==> src/rtl/rcs_pkg.sv <==
package rcs_pkg;

  typedef enum logic [1:0] {
    RK_VALUE   = 2'd0,
    RK_TRAP    = 2'd1,
    RK_MISPRED = 2'd2,
    RK_OTHER   = 2'd3
  } res_kind_e;

endpackage

==> src/rtl/rcs_store.sv <==
// Per-register cache: data words in an array with no reset (RAM-friendly),
// valid bits in flops so a flush can clear them all in one cycle.
module rcs_store #(
  parameter int NREG = 32,
  parameter int DW   = 32,
  parameter int NRD  = 2,
  localparam int RW  = $clog2(NREG)
) (
  input  logic              clk,
  input  logic              rst,
  input  logic              flush,
  input  logic              wr_en,
  input  logic [RW-1:0]     wr_reg,
  input  logic [DW-1:0]     wr_data,
  input  logic              inv_en,
  input  logic [RW-1:0]     inv_reg,
  input  logic [NRD*RW-1:0] rd_reg,
  output logic [NRD-1:0]    rd_vld,
  output logic [NRD*DW-1:0] rd_data,
  output logic [NREG-1:0]   vld_vec
);

  logic [DW-1:0]   mem [NREG];
  logic [NREG-1:0] vld_q;

  always_ff @(posedge clk) begin
    if (wr_en) mem[wr_reg] <= wr_data;
  end

  // Invalidation is applied after the write so it wins on a shared index.
  always_ff @(posedge clk) begin
    if (rst || flush) begin
      vld_q <= '0;
    end else begin
      for (int i = 0; i < NREG; i++) begin
        if (wr_en && (wr_reg == RW'(i)))   vld_q[i] <= 1'b1;
        if (inv_en && (inv_reg == RW'(i))) vld_q[i] <= 1'b0;
      end
    end
  end

  for (genvar g = 0; g < NRD; g++) begin : g_rd
    assign rd_vld[g]            = vld_q[rd_reg[g*RW +: RW]];
    assign rd_data[g*DW +: DW]  = mem[rd_reg[g*RW +: RW]];
  end

  assign vld_vec = vld_q;

endmodule

==> src/rtl/rcs_lookup.sv <==
// Fill logic for one source slot: own binding, then in-flight result, then cache.
module rcs_lookup #(
  parameter int DW = 32,
  parameter int RW = 5
) (
  input  logic          use_i,
  input  logic [RW-1:0] src_reg,
  input  logic          bnd_vld,
  input  logic [DW-1:0] bnd_data,
  input  logic          cache_vld,
  input  logic [DW-1:0] cache_data,
  input  logic          byp_en,
  input  logic [RW-1:0] byp_reg,
  input  logic [DW-1:0] byp_data,
  output logic          fill_vld,
  output logic [DW-1:0] fill_data,
  output logic          need
);

  logic byp_hit;

  assign byp_hit = byp_en && (byp_reg == src_reg);

  always_comb begin
    fill_vld  = bnd_vld;
    fill_data = bnd_data;
    if (use_i && !bnd_vld) begin
      if (byp_hit) begin
        fill_vld  = 1'b1;
        fill_data = byp_data;
      end else if (cache_vld) begin
        fill_vld  = 1'b1;
        fill_data = cache_data;
      end
    end
  end

  assign need = use_i && !bnd_vld && !byp_hit && !cache_vld;

endmodule

==> src/rtl/rcs_reqseq.sv <==
// Issues one operand request per cycle, lowest slot first, and holds the
// instruction until every missing source has been handed over.
module rcs_reqseq #(
  parameter int NSRC = 2,
  parameter int RW   = 5
) (
  input  logic               clk,
  input  logic               rst,
  input  logic               ins_valid,
  input  logic [NSRC-1:0]    need,
  input  logic [NSRC*RW-1:0] src_reg,
  input  logic               req_ready,
  output logic               req_valid,
  output logic [RW-1:0]      req_reg,
  output logic               ins_ready
);

  logic [NSRC-1:0] sent_q;
  logic [NSRC-1:0] pending;
  logic [NSRC-1:0] pick;
  logic [NSRC-1:0] grant;

  assign pending = ins_valid ? (need & ~sent_q) : '0;

  always_comb begin
    pick    = '0;
    req_reg = '0;
    for (int i = NSRC - 1; i >= 0; i--) begin
      if (pending[i]) begin
        pick    = '0;
        pick[i] = 1'b1;
        req_reg = src_reg[i*RW +: RW];
      end
    end
  end

  assign req_valid = |pending;
  assign grant     = (req_valid && req_ready) ? pick : '0;
  assign ins_ready = ((pending & ~grant) == '0);

  always_ff @(posedge clk) begin
    if (rst) begin
      sent_q <= '0;
    end else if (ins_valid && ins_ready) begin
      sent_q <= '0;
    end else begin
      sent_q <= sent_q | grant;
    end
  end

endmodule

==> src/rtl/regcache_stage.sv <==
module regcache_stage
  import rcs_pkg::*;
#(
  parameter int NREG = 32,
  parameter int DW   = 32,
  parameter int NSRC = 2,
  localparam int RW  = $clog2(NREG)
) (
  input  logic               clk,
  input  logic               rst,
  input  logic               up_in_valid,
  output logic               up_in_ready,
  input  logic               up_in_dst_wr,
  input  logic [RW-1:0]      up_in_dst_reg,
  input  logic [NSRC-1:0]    up_in_src_use,
  input  logic [NSRC*RW-1:0] up_in_src_reg,
  input  logic [NSRC-1:0]    up_in_src_vld,
  input  logic [NSRC*DW-1:0] up_in_src_data,
  output logic               up_out_valid,
  output logic               up_out_dst_wr,
  output logic [RW-1:0]      up_out_dst_reg,
  output logic [NSRC-1:0]    up_out_src_use,
  output logic [NSRC*RW-1:0] up_out_src_reg,
  output logic [NSRC-1:0]    up_out_src_vld,
  output logic [NSRC*DW-1:0] up_out_src_data,
  input  logic               dn_in_valid,
  input  logic [1:0]         dn_in_kind,
  input  logic [RW-1:0]      dn_in_reg,
  input  logic [DW-1:0]      dn_in_data,
  output logic               dn_out_valid,
  output logic [1:0]         dn_out_kind,
  output logic [RW-1:0]      dn_out_reg,
  output logic [DW-1:0]      dn_out_data,
  output logic               req_valid,
  input  logic               req_ready,
  output logic [RW-1:0]      req_reg
);

  logic               res_wr;
  logic               res_flush;
  logic               ins_fire;
  logic [NSRC-1:0]    c_vld;
  logic [NSRC*DW-1:0] c_data;
  logic [NSRC-1:0]    f_vld;
  logic [NSRC*DW-1:0] f_data;
  logic [NSRC-1:0]    need;
  logic [NREG-1:0]    cache_vld;

  assign res_wr    = dn_in_valid && (dn_in_kind == RK_VALUE);
  assign res_flush = dn_in_valid && ((dn_in_kind == RK_TRAP) || (dn_in_kind == RK_MISPRED));
  assign ins_fire  = up_in_valid && up_in_ready;

  rcs_store #(.NREG(NREG), .DW(DW), .NRD(NSRC)) u_store (
    .clk     (clk),
    .rst     (rst),
    .flush   (res_flush),
    .wr_en   (res_wr),
    .wr_reg  (dn_in_reg),
    .wr_data (dn_in_data),
    .inv_en  (ins_fire && up_in_dst_wr),
    .inv_reg (up_in_dst_reg),
    .rd_reg  (up_in_src_reg),
    .rd_vld  (c_vld),
    .rd_data (c_data),
    .vld_vec (cache_vld)
  );

  for (genvar g = 0; g < NSRC; g++) begin : g_src
    rcs_lookup #(.DW(DW), .RW(RW)) u_lookup (
      .use_i      (up_in_src_use[g]),
      .src_reg    (up_in_src_reg[g*RW +: RW]),
      .bnd_vld    (up_in_src_vld[g]),
      .bnd_data   (up_in_src_data[g*DW +: DW]),
      .cache_vld  (c_vld[g]),
      .cache_data (c_data[g*DW +: DW]),
      .byp_en     (res_wr),
      .byp_reg    (dn_in_reg),
      .byp_data   (dn_in_data),
      .fill_vld   (f_vld[g]),
      .fill_data  (f_data[g*DW +: DW]),
      .need       (need[g])
    );
  end

  rcs_reqseq #(.NSRC(NSRC), .RW(RW)) u_req (
    .clk       (clk),
    .rst       (rst),
    .ins_valid (up_in_valid),
    .need      (need),
    .src_reg   (up_in_src_reg),
    .req_ready (req_ready),
    .req_valid (req_valid),
    .req_reg   (req_reg),
    .ins_ready (up_in_ready)
  );

  // Output registers: valids reset, payload loads only with its valid.
  always_ff @(posedge clk) begin
    if (rst) begin
      up_out_valid <= 1'b0;
      dn_out_valid <= 1'b0;
    end else begin
      up_out_valid <= ins_fire;
      dn_out_valid <= dn_in_valid;
    end
  end

  always_ff @(posedge clk) begin
    if (ins_fire) begin
      up_out_dst_wr   <= up_in_dst_wr;
      up_out_dst_reg  <= up_in_dst_reg;
      up_out_src_use  <= up_in_src_use;
      up_out_src_reg  <= up_in_src_reg;
      up_out_src_vld  <= f_vld;
      up_out_src_data <= f_data;
    end
    if (dn_in_valid) begin
      dn_out_kind <= dn_in_kind;
      dn_out_reg  <= dn_in_reg;
      dn_out_data <= dn_in_data;
    end
  end

endmodule

==> config.mk <==
export PLATFORM = sky130hd
export DESIGN_NAME = regcache_stage
export DESIGN_NICKNAME = d
export VERILOG_FILES = /design/src/rtl/rcs_pkg.sv /design/src/rtl/rcs_store.sv /design/src/rtl/rcs_lookup.sv /design/src/rtl/rcs_reqseq.sv /design/src/rtl/regcache_stage.sv
export SDC_FILE = /design/constraint.sdc
export NUM_CORES = 1
export LEC_CHECK = 0
export ABC_CLOCK_PERIOD_IN_PS = 8580
export BUFFER_PORTS_ARGS = -buffer_cell sky130_fd_sc_hd__buf_2
export CORE_ASPECT_RATIO = 1.4
export CORE_UTILIZATION = 40
export CTS_CLUSTER_DIAMETER = 40
export DETAILED_ROUTE_END_ITERATION = 10
export HOLD_SLACK_MARGIN = 0.02
export PLACE_DENSITY = 0.66
export SETUP_SLACK_MARGIN = 0.5
export SYNTH_ARGS = -nofsm -noshare
export SYNTH_HDL_FRONTEND = slang
export SYNTH_SLANG_ARGS = --single-unit
==> constraint.sdc <==
create_clock -name clk -period 8.58 [get_ports clk]
set_input_delay 0.858 -clock clk [delete_from_list [all_inputs] [get_ports clk]]
set_output_delay 0.858 -clock clk [all_outputs]
set_load 0.01 [all_outputs]
==> reports/summary.md <==
• H-tree lvl count: 4
• class of the most critical hold timing path: primary input to flip-flop
• pwr dens: 218 nW/um2
• number of antenna violations at the first check in global routing: 4
• post-route fraction of the period consumed by the critical path: 0.641
• number of max-capacitance violations reported: 0
• Reg with most FFs: u_store.mem
• Synth Register Bits: 1,183
• worst clock skew: 0.0269 ns
• DRC violation count after routing: 0
• setup slack after placement: 2.93 ns
• Crit path arrival time: 4.64 ns
• row count: 158
• Worst Setup Start Kind: primary input
• wire length per cell: 35.9 um
• post-synth cell types: 51
• peak supply drop: 0.000205 V
• share of post-route cells with drive strength above 1: 0.449
• WS Path Type: primary input to output pin
• total die area: 136,000 um2
• async set-reset flop share out of synthesis: 0
• series of cell instances along the critical path: buf_8, buf_12, mux2_4, nand3_2, and4_4, and2_0, nor2_1, a32o_1, buf_2
• final wirelength: 167 mm
• total vias in the final route: 30,673
• Root Buffer: sky130_fd_sc_hd__clkbuf_16
• Mapped Cells: 2,508
• final hold violation count: 0
• I/O pin total: 260
• chip height: 436 um
• number of setup violations in the final report: 0
• number of gates resized after cts: 0
• number of flip-flops in the largest register: 1,024
• worst-case setup margin in the final layout: 3.08 ns
• number of flops mapped to enable cells by yosys: 1,147
• Clock Sinks: 1,183
• core utilization of the finished layout: 0.467
• overall overflow remaining after global route: 0
• Total Neg Setup Slack: 0 ns
• critical path endpoint category: output pin
• status: finished clean
• transition at the pin with the smallest max-transition slack: 1.13 ns
• DR vias/cell: 6.58
• Top Registers: u_store.mem x1024, up_out_src_data x64
• area of the mapped netlist: 53,800 um2
• GR Util All Layers: 0.247
• primary flip-flop cell chosen by synthesis mapping: sky130_fd_sc_hd__edfxtp_1
• Worst path slowest cell: sky130_fd_sc_hd__nor2_1
• Post-CTS Setup Repair Bufs: 0
• DRC marker count from the first detailed-route iteration: 4,248
• count of hold buffers inserted by post-cts repair: 0
• Area Growth Syn to Fin: 15.3%
• setup repair after global routing missed its margin: false
• last weighted congestion value of the routability-driven placer: 0.906
• fin nets: 2,912
• time the final worst path needs with I/O delays and setup: 5.50 ns
• number of global-route vias before repair: 31,627
• quantity of I/O buffers inserted on ports: 259
• Post-DP HPWL: 94.5 mm
• number of buffers inserted during clock tree synthesis: 139
• Synth Net Count: 2,637
• Max Transition Viols Final: 0
• leak pwr: 19.7 nW
• wire length of the first global-routing pass: 237 mm
• clock transition time at the flip-flop clock pins of the worst setup and hold paths: 0.06 ns
• highest cell delay on the worst timing path: 0.78 ns
• clk_lat worst skew: 0.79 ns
• total of warnings raised by yosys: 0
• Initial Util: 0.405
• remaining number of nets flagged by the antenna check after routing: 0
• worst rel slew slack: 0.247
• largest net degree at the start of global routing: 108
• part of the Yosys area used for sequential elements: 0.654
• area inside the core boundary: 133,000 um2
• clock tree from TritonCTS: built
• f_max: 182 MHz
• minimum setup slack among reg-to-reg paths: 4.93 ns
• Die W: 312 um
• final hold slack: 0.276 ns
• Mean Syn Cell Area: 21.4 um2
• first-pass iteration count of the detailed router: 5
• worst path required time: 7.72 ns
• Clock Path Buffers: 3
• maximum fanout count along the critical path: 107
cells in the mapped netlist, types with 6 or more instances:
cell,number,share of area
sky130_fd_sc_hd__mux2_2,32,0.0067
sky130_fd_sc_hd__a31oi_1,34,0.0040
sky130_fd_sc_hd__a21oi_1,41,0.0038
sky130_fd_sc_hd__nand2_1,53,0.0037
sky130_fd_sc_hd__mux4_2,642,0.27
sky130_fd_sc_hd__mux2i_1,60,0.011
sky130_fd_sc_hd__o22ai_1,32,0.0037
sky130_fd_sc_hd__and3_1,6,0.00070
sky130_fd_sc_hd__nand3_1,9,0.00084
sky130_fd_sc_hd__o21ai_0,32,0.0030
sky130_fd_sc_hd__buf_2,82,0.0076
sky130_fd_sc_hd__xnor2_1,6,0.00098
sky130_fd_sc_hd__edfxtp_1,1147,0.64
sky130_fd_sc_hd__a22oi_1,7,0.00098
sky130_fd_sc_hd__nor3_1,9,0.00084
sky130_fd_sc_hd__clkbuf_1,79,0.0055
sky130_fd_sc_hd__buf_1,30,0.0021
sky130_fd_sc_hd__o221a_2,32,0.0067
sky130_fd_sc_hd__dfxtp_1,36,0.013
sky130_fd_sc_hd__nor2b_1,8,0.00093
sky130_fd_sc_hd__nand2b_1,7,0.00081
sky130_fd_sc_hd__nor2_1,67,0.0047
worst paths after layout:
path,startpoint,endpoint,cells past startpoint
max reg2reg,u_store.vld_vec[24],up_out_src_data[58],8
min reg2reg,u_req.sent_q[1],u_req.sent_q[1],1
min,dn_in_kind[0],dn_out_kind[0],1
max,up_in_src_reg[0],req_reg[4],9
layout make-up:
type	count	area (um2)
Antenna cell	4	10.0
Clock buffer	165	3600
Clock inverter	90	1080
Fill cell	10944	70900
Inverter	4	15.0
Multi-Input combinational cell	1125	18000
Sequential cell	1183	35200
Tap cell	1760	2200
Timing Repair Buffer	330	1920
routing by layer:
metal  track usage  up-vias  part of all wire
met4         0.111        2             0.046
met1         0.319    16521              0.36
li1              -    11662                 -
met2         0.402     2076              0.49
met5             0        -          0.000078
met3        0.0518      412             0.096
kinds of logic (layout without fill, tap and decap cells):
logic type | count (synthesis) | count (layout) | share of synthesized area
DFF | 1183 | 1183 | 0.654
muxes | 735 | 735 | 0.287
buffers and inverters | 200 | 589 | 0.0165
AOI/OAI and AO/OA | 191 | 191 | 0.0243
and+or+nand+nor | 187 | 187 | 0.0164
xor gates and xnor gates | 10 | 10 | 0.00163
adders and majority gates | 2 | 2 | 0.000488
other | 0 | 4 | 0
where the power goes:
part	total, mW	internal (mW)	switching, mW
sequential	6.44	6.41	0.0316
combinational	1.03	0.450	0.576
clock	6.02	3.45	2.57
critical path: cells and delay by family:
kind	cells	cell delay, ns
AND/OR/NAND/NOR	4	1.48
AO/OA/AOI/OAI	1	0.42
buffers and inverters	3	1.50
multiplexers	1	0.31
cell usage in the layout (no fill, tap or decap), drive strengths merged, types with 3 or more instances in the layout:
cell type / Yosys / layout
clkbuf: 79 / 167
nor3b: 4 / 4
inv: 4 / 32
buf: 117 / 328
o221a: 32 / 32
or3: 3 / 3
a31oi: 34 / 34
nor3: 9 / 9
o21ai: 32 / 32
xor2: 4 / 4
a21oi: 41 / 41
dfxtp: 36 / 36
bufinv: 0 / 12
edfxtp: 1147 / 1147
nand3: 10 / 10
xnor2: 6 / 6
nor2b: 8 / 8
mux4: 642 / 642
nand2: 54 / 54
o22ai: 32 / 32
a22o: 4 / 4
clkinv: 0 / 44
diode: 0 / 4
nor2: 67 / 67
mux2: 33 / 33
a22oi: 7 / 7
nand2b: 7 / 7
nand4: 4 / 4
clkinvlp: 0 / 6
mux2i: 60 / 60
and2: 4 / 4
and3: 6 / 6
per-stage QoR:
stage | area (um2) | std cells | total power, mW
5_1_grt | 62000 | 4659 | 13.8
3_5_place_dp | 57300 | 4402 | 7.60
3_3_place_gp | 57300 | 4402 | 7.58
6_report | 62000 | 4661 | 13.5
2_1_floorplan | 53800 | 2508 | 7.19
4_1_cts | 62000 | 4657 | 13.6
Note: power is estimated with default switching activity, not from simulation.
